[src/rtl/irq_gather_pkg.sv]
package irq_gather_pkg;

    localparam int unsigned MASK_COUNT = 2;

    typedef enum logic {
        MSEL_PRI = 1'b0,
        MSEL_AUX = 1'b1
    } mask_sel_e;

endpackage

[src/rtl/irq_mask_bank.sv]
module irq_mask_bank
    import irq_gather_pkg::*;
#(
    parameter int unsigned SRC_W   = 8,
    parameter logic [SRC_W-1:0] RST_VAL = '1
) (
    input  logic             clk_i,
    input  logic             rst_ni,
    input  logic             we_i,
    input  logic             sel_i,
    input  logic [SRC_W-1:0] wdata_i,
    output logic [SRC_W-1:0] pri_q_o,
    output logic [SRC_W-1:0] pri_d_o,
    output logic [SRC_W-1:0] aux_q_o
);

    typedef struct packed {
        logic [MASK_COUNT-1:0][SRC_W-1:0] m;
    } bank_t;

    bank_t bank_d, bank_q;

    always_comb begin
        bank_d = bank_q;
        for (int i = 0; i < MASK_COUNT; i++) begin
            if (we_i && (int'(sel_i) == i)) begin
                bank_d.m[i] = wdata_i;
            end
        end
    end

    always_ff @(posedge clk_i or negedge rst_ni) begin
        if (!rst_ni) begin
            for (int i = 0; i < MASK_COUNT; i++) begin
                bank_q.m[i] <= RST_VAL;
            end
        end else begin
            bank_q <= bank_d;
        end
    end

    assign pri_q_o = bank_q.m[MSEL_PRI];
    assign pri_d_o = bank_d.m[MSEL_PRI];
    assign aux_q_o = bank_q.m[MSEL_AUX];

    // a write lands in the selected mask only
    a_r4_pri_store: assert property (@(posedge clk_i) disable iff (!rst_ni)
        (we_i && sel_i == MSEL_PRI) |=> (pri_q_o == $past(wdata_i)));
    a_r4_aux_store: assert property (@(posedge clk_i) disable iff (!rst_ni)
        (we_i && sel_i == MSEL_AUX) |=> (aux_q_o == $past(wdata_i)
                                         && $stable(pri_q_o)));

endmodule

[src/rtl/irq_pending_reg.sv]
module irq_pending_reg #(
    parameter int unsigned SRC_W = 8
) (
    input  logic             clk_i,
    input  logic             rst_ni,
    input  logic [SRC_W-1:0] set_i,
    input  logic [SRC_W-1:0] clr_i,
    output logic [SRC_W-1:0] pend_q_o,
    output logic [SRC_W-1:0] pend_set_o,
    output logic [SRC_W-1:0] pend_d_o
);

    typedef struct packed {
        logic [SRC_W-1:0] pend;
    } pend_t;

    pend_t st_d, st_q;
    logic [SRC_W-1:0] after_set;

    always_comb begin
        st_d      = st_q;
        after_set = st_q.pend | set_i;
        st_d.pend = after_set & ~clr_i;
    end

    always_ff @(posedge clk_i or negedge rst_ni) begin
        if (!rst_ni) begin
            st_q <= '0;
        end else begin
            st_q <= st_d;
        end
    end

    assign pend_q_o   = st_q.pend;
    assign pend_set_o = after_set;
    assign pend_d_o   = st_d.pend;

    // set bits not cleared in the same cycle are present next cycle
    a_r2_set_sticks: assert property (@(posedge clk_i) disable iff (!rst_ni)
        (|set_i) |=> ((pend_q_o & $past(set_i & ~clr_i)) == $past(set_i & ~clr_i)));
    // cleared bits are gone next cycle, even if set at the same time
    a_r3_clear_wins: assert property (@(posedge clk_i) disable iff (!rst_ni)
        (|clr_i) |=> ((pend_q_o & $past(clr_i)) == '0));
    // untouched bits hold
    a_r3_hold: assert property (@(posedge clk_i) disable iff (!rst_ni)
        (set_i == '0 && clr_i == '0) |=> $stable(pend_q_o));

endmodule

[src/rtl/irq_post_track.sv]
module irq_post_track (
    input  logic clk_i,
    input  logic rst_ni,
    input  logic raise_evt_i,
    input  logic raise_vis_i,
    input  logic lower_evt_i,
    input  logic lower_empty_i,
    output logic active_o
);

    typedef struct packed {
        logic active;
    } post_t;

    post_t st_d, st_q;

    always_comb begin
        st_d = st_q;
        if (raise_evt_i && raise_vis_i && !st_q.active) begin
            st_d.active = 1'b1;
        end
        if (lower_evt_i && lower_empty_i) begin
            st_d.active = 1'b0;
        end
    end

    always_ff @(posedge clk_i or negedge rst_ni) begin
        if (!rst_ni) begin
            st_q <= '0;
        end else begin
            st_q <= st_d;
        end
    end

    assign active_o = st_q.active;

    // an exposing set or mask write raises the request
    a_r5_raise: assert property (@(posedge clk_i) disable iff (!rst_ni)
        (raise_evt_i && raise_vis_i && !lower_evt_i) |=> active_o);
    // nothing but a set or primary write raises it
    a_r5_no_spurious: assert property (@(posedge clk_i) disable iff (!rst_ni)
        (!active_o && !raise_evt_i) |=> !active_o);
    // a clear that empties the enabled set lowers it
    a_r6_lower: assert property (@(posedge clk_i) disable iff (!rst_ni)
        (lower_evt_i && lower_empty_i) |=> !active_o);
    // without a clear the request never falls
    a_r7_hold: assert property (@(posedge clk_i) disable iff (!rst_ni)
        (active_o && !lower_evt_i) |=> active_o);

endmodule

[src/rtl/irq_gather_top.sv]
module irq_gather_top
    import irq_gather_pkg::*;
#(
    parameter int unsigned SRC_W   = 8,
    parameter int unsigned WORD_W  = 64,
    parameter int unsigned REQ_BIT = 55
) (
    input  logic              clk_i,
    input  logic              rst_ni,
    input  logic [SRC_W-1:0]  src_set_i,
    input  logic [SRC_W-1:0]  src_clr_i,
    input  logic              mask_we_i,
    input  logic              mask_sel_i,
    input  logic [SRC_W-1:0]  mask_wdata_i,
    output logic [SRC_W-1:0]  pend_o,
    output logic [SRC_W-1:0]  mask_pri_o,
    output logic [SRC_W-1:0]  mask_aux_o,
    output logic [WORD_W-1:0] irq_word_o
);

    localparam logic [WORD_W-1:0] REQ_ONE = WORD_W'(1) << REQ_BIT;

    logic [SRC_W-1:0] pri_d;
    logic [SRC_W-1:0] pend_set, pend_d;
    logic             pri_write, raise_evt, raise_vis, lower_evt, lower_empty;
    logic             active;

    irq_mask_bank #(.SRC_W(SRC_W), .RST_VAL('1)) u_masks (
        .clk_i   (clk_i),
        .rst_ni  (rst_ni),
        .we_i    (mask_we_i),
        .sel_i   (mask_sel_i),
        .wdata_i (mask_wdata_i),
        .pri_q_o (mask_pri_o),
        .pri_d_o (pri_d),
        .aux_q_o (mask_aux_o)
    );

    irq_pending_reg #(.SRC_W(SRC_W)) u_pend (
        .clk_i      (clk_i),
        .rst_ni     (rst_ni),
        .set_i      (src_set_i),
        .clr_i      (src_clr_i),
        .pend_q_o   (pend_o),
        .pend_set_o (pend_set),
        .pend_d_o   (pend_d)
    );

    assign pri_write   = mask_we_i && (mask_sel_i == MSEL_PRI);
    assign raise_evt   = (|src_set_i) || pri_write;
    assign raise_vis   = |(pend_set & pri_d);
    assign lower_evt   = |src_clr_i;
    assign lower_empty = ~|(pend_d & pri_d);

    irq_post_track u_post (
        .clk_i         (clk_i),
        .rst_ni        (rst_ni),
        .raise_evt_i   (raise_evt),
        .raise_vis_i   (raise_vis),
        .lower_evt_i   (lower_evt),
        .lower_empty_i (lower_empty),
        .active_o      (active)
    );

    assign irq_word_o = active ? REQ_ONE : '0;

    // an auxiliary write alone leaves pending and request untouched
    a_r8_aux_inert: assert property (@(posedge clk_i) disable iff (!rst_ni)
        (mask_we_i && mask_sel_i == MSEL_AUX && src_set_i == '0 && src_clr_i == '0)
        |=> ($stable(irq_word_o) && $stable(pend_o)));
    // never more than the single request bit in the word
    a_r9_single_bit: assert property (@(posedge clk_i) disable iff (!rst_ni)
        $onehot0(irq_word_o));
    // hiding every pending bit through the mask keeps the word asserted
    a_r7_mask_hide: assert property (@(posedge clk_i) disable iff (!rst_ni)
        (irq_word_o[REQ_BIT] && pri_write && src_clr_i == '0) |=> irq_word_o[REQ_BIT]);

endmodule

[config.mk]
export PLATFORM = sky130hd
export DESIGN_NAME = irq_gather_top
export DESIGN_NICKNAME = d
export VERILOG_FILES = /design/src/rtl/irq_gather_pkg.sv /design/src/rtl/irq_mask_bank.sv /design/src/rtl/irq_pending_reg.sv /design/src/rtl/irq_post_track.sv /design/src/rtl/irq_gather_top.sv
export SDC_FILE = /design/constraint.sdc
export NUM_CORES = 1
export LEC_CHECK = 0
export BUFFER_PORTS_ARGS = -buffer_cell sky130_fd_sc_hd__clkbuf_2
export CAP_MARGIN = 20
export CORE_MARGIN = 1.5
export CORE_UTILIZATION = 35
export CTS_BUF_LIST = sky130_fd_sc_hd__clkbuf_8
export DETAILED_ROUTE_END_ITERATION = 10
export PLACE_DENSITY = 0.72
export SYNTH_ARGS = -nofsm -noshare
export SYNTH_HDL_FRONTEND = slang
export SYNTH_SLANG_ARGS = --single-unit
export TNS_END_PERCENT = 1
[constraint.sdc]
create_clock -name clk_i -period 1.8 [get_ports clk_i]
set_input_delay 0.18 -clock clk_i [delete_from_list [all_inputs] [get_ports clk_i]]
set_output_delay 0.18 -clock clk_i [all_outputs]
set_load 0.005 [all_outputs]
==> flow_summary.ini <==
[worst_setup_path]
path_class = primary input to flip-flop
start_kind = primary input
rrSetupSlack_ns = 0.38
crit_required_ns = 1.97
crit_path_max_fanout = 9
arrival_ns = 1.64
path_cells = clkbuf_2 > nor2b_1 > buf_4 > mux2i_1 > nor3_1 > a2111oi_1 > o211ai_1 > o21a_1
worstRegToRegCells = 5
slowest_stage = a2111oi_1
slowest_delay_ns = 0.38
reg2reg_to = u_post.active_o
rr_startpoint = u_masks.pri_q_o[5]
end_kind = flip-flop

[cts]
postCtsResizedCells = 0
path_clk_slew_ns = 0.08
root_buffer = clkbuf_8
cts-buffers-inserted = 3
cts_setup_buffers = 0
clkLatencyLatePin_ns = 0.27
cts-hold-fix-buffers = 1
htree_levels = 1
cts_sinks = 25
cts.path.max_buffers = 2
cts_tree = done

[layout]
final_area_um2 = 1680
final_cell_mix = 63 x conb_1, 52 x clkbuf_2, 18 x nor2_1
drive_gt1_frac = 0.389
area_growth_pct = 9.19
n_antenna_cell = 0
final_common_cell = conb_1
fillers = 418
final_core_util = 0.408
fin_cells = 261
nets = 240

[synthesis]
syn_inst = 154
synth_warnings = 0
syn_avg_cell_area_um2 = 9.99
ys_seq_area_frac = 0.420
syn-cell-area_um2 = 1540
ys_ff_latch = 25
synth_cell_types = 20

[detailed_routing]
routed_via_density = 4.08
drcViolationCount = 0
avgRoutedWirePerCell_um = 11.1
detail_route.first_pass.iterations = 4
first_iter_violations = 38
drt_wl_total_um = 2900
ant_nets = 0
num_vias = 1065

[power]
p_seq_frac = 0.528
powerDensity_nw_per_um2 = 796
power_leakage_nw = 0.911
switching_power_uw = 373
irDropWorstVdd_mv = 0.320
p_total_mw = 1.34
clkPwrFrac = 0.239
intPower_uw = 964
swShare = 0.279
comb_power_share = 0.233

[hold_path]
hold_path.class = primary input to flip-flop
min_to = u_pend.pend_q_o[4]
holdPathStages = 2
hp-start = src_clr_i[4]

[timing]
fin_crit_sh = 0.821
slew_violations = 0
slew_headroom = 0.598
skew_ns = 0.00665
rsz0062_at_grt = false
period_minus_slack_ns = 1.48
finalHoldWorstSlack_ns = 0.0952
max_freq_ghz = 0.677
fin_ws_ns = 0.322
worst_slew_pin_slew_ns = 0.602
hold_violations = 0
finalSetupTns_ns = 0
setup_viol = 0

[global_routing]
grt_use_total = 0.115
grt_remaining_overflow = 0
grt_pass1_wl_um = 4400
grt_pass1_vias = 954
grt_antenna_before_repair = 0
grt_max_degree = 26

[die]
pin_count = 116
die_y_um = 69.3
dieWidth_um = 69.3
start_util = 0.374
rows = 23
die_area_um2 = 4800
core_area_um2 = 4120

[placed_design]
portBuffers = 52
dp_slack_ns = 0.0525
gp_congestion = 0.844
post-dp-hpwl_um = 2480
dpl.cell_count = 256
place_area_um2 = 1620

[job]
max_cap_viol_count = 0

[status]
status = finished clean
## worst max path at each step
stage | slack (ns) | start | to | cells past startpoint
global route | 0.14 | mask_we_i | u_post.active_o | 8
finish | 0.32 | mask_we_i | u_post.active_o | 8
CTS | 0.33 | mask_we_i | u_post.active_o | 8
global placement | 0.09 | mask_we_i | u_post.active_o | 8
floorplan | 0.30 | mask_we_i | u_post.active_o | 7
detailed placement | 0.05 | mask_we_i | u_post.active_o | 8
## per-layer routing
| metal | share of wire | vias up | wire length, um | GRT usage |
|---|---|---|---|---|
| met1 | 0.36 | 495 | 1050 | 0.131 |
| met5 | 0 | - | 0 | 0 |
| li1 | - | 492 | - | - |
| met3 | 0.10 | 8 | 296 | 0.0363 |
| met2 | 0.51 | 70 | 1490 | 0.191 |
| met4 | 0.022 | 0 | 64 | 0.0632 |
## area by class of cell
cell class | instances | area (um^2) | share of cell area
sequential | 25 | 646 | 0.385
clock buffer | 3 | 41.3 | 0.0246
multi-input combinational | 118 | 603 | 0.359
timing repair buffer | 56 | 293 | 0.174
tap | 50 | 62.6 | 0.0373
inverter | 8 | 30.0 | 0.0179
clock inverter | 1 | 3.75 | 0.00224
## power groups by stage
stage | Sequential [mW] | Combinational [mW] | Clock (mW)
after floorplan | 0.720 | 0.256 | 0
after global placement | 0.714 | 0.309 | 0
after detailed placement | 0.718 | 0.313 | 0
after CTS | 0.708 | 0.315 | 0.331
after global routing | 0.716 | 0.349 | 0.352
final | 0.705 | 0.312 | 0.319
## critical path, delay by kind of cell
family          cells  cell delay [ns]
compound gates      3             0.65
buf+inv             2             0.30
mux                 1             0.30
simple gates        2             0.21
## state kept, by name (all words and copies together), names as in the netlist
register         count
u_masks.aux_q_o      8
u_masks.pri_q_o      8
u_pend.pend_q_o      8
u_post.active_o      1
## logic make-up after synthesis
logic type / synth area share
buf+inv: 0.339
simple gates: 0.0822
flops: 0.420
mux: 0.111
compound gates: 0.0456
other cells: 0.00244
## cell usage after synthesis
library cell | number | area [um^2]
buf_4 | 64 | 480
nor2_1 | 18 | 67.6
dfstp_2 | 16 | 420
dfrtp_1 | 9 | 225
inv_1 | 8 | 30.0
mux2_2 | 8 | 90.1
mux2i_1 | 8 | 80.1
nor3_1 | 6 | 30.0
o22ai_1 | 4 | 25.0
nor4_1 | 3 | 18.8
a2111oi_1 | 1 | 10.0
a21oi_1 | 1 | 5.00
a221oi_1 | 1 | 8.76
a31oi_1 | 1 | 6.26
buf_6 | 1 | 11.3
conb_1 | 1 | 3.75
nand2_1 | 1 | 3.75
nor2b_1 | 1 | 6.26
o211ai_1 | 1 | 7.51
o21a_1 | 1 | 7.51
(Power assumes the default switching activity.)
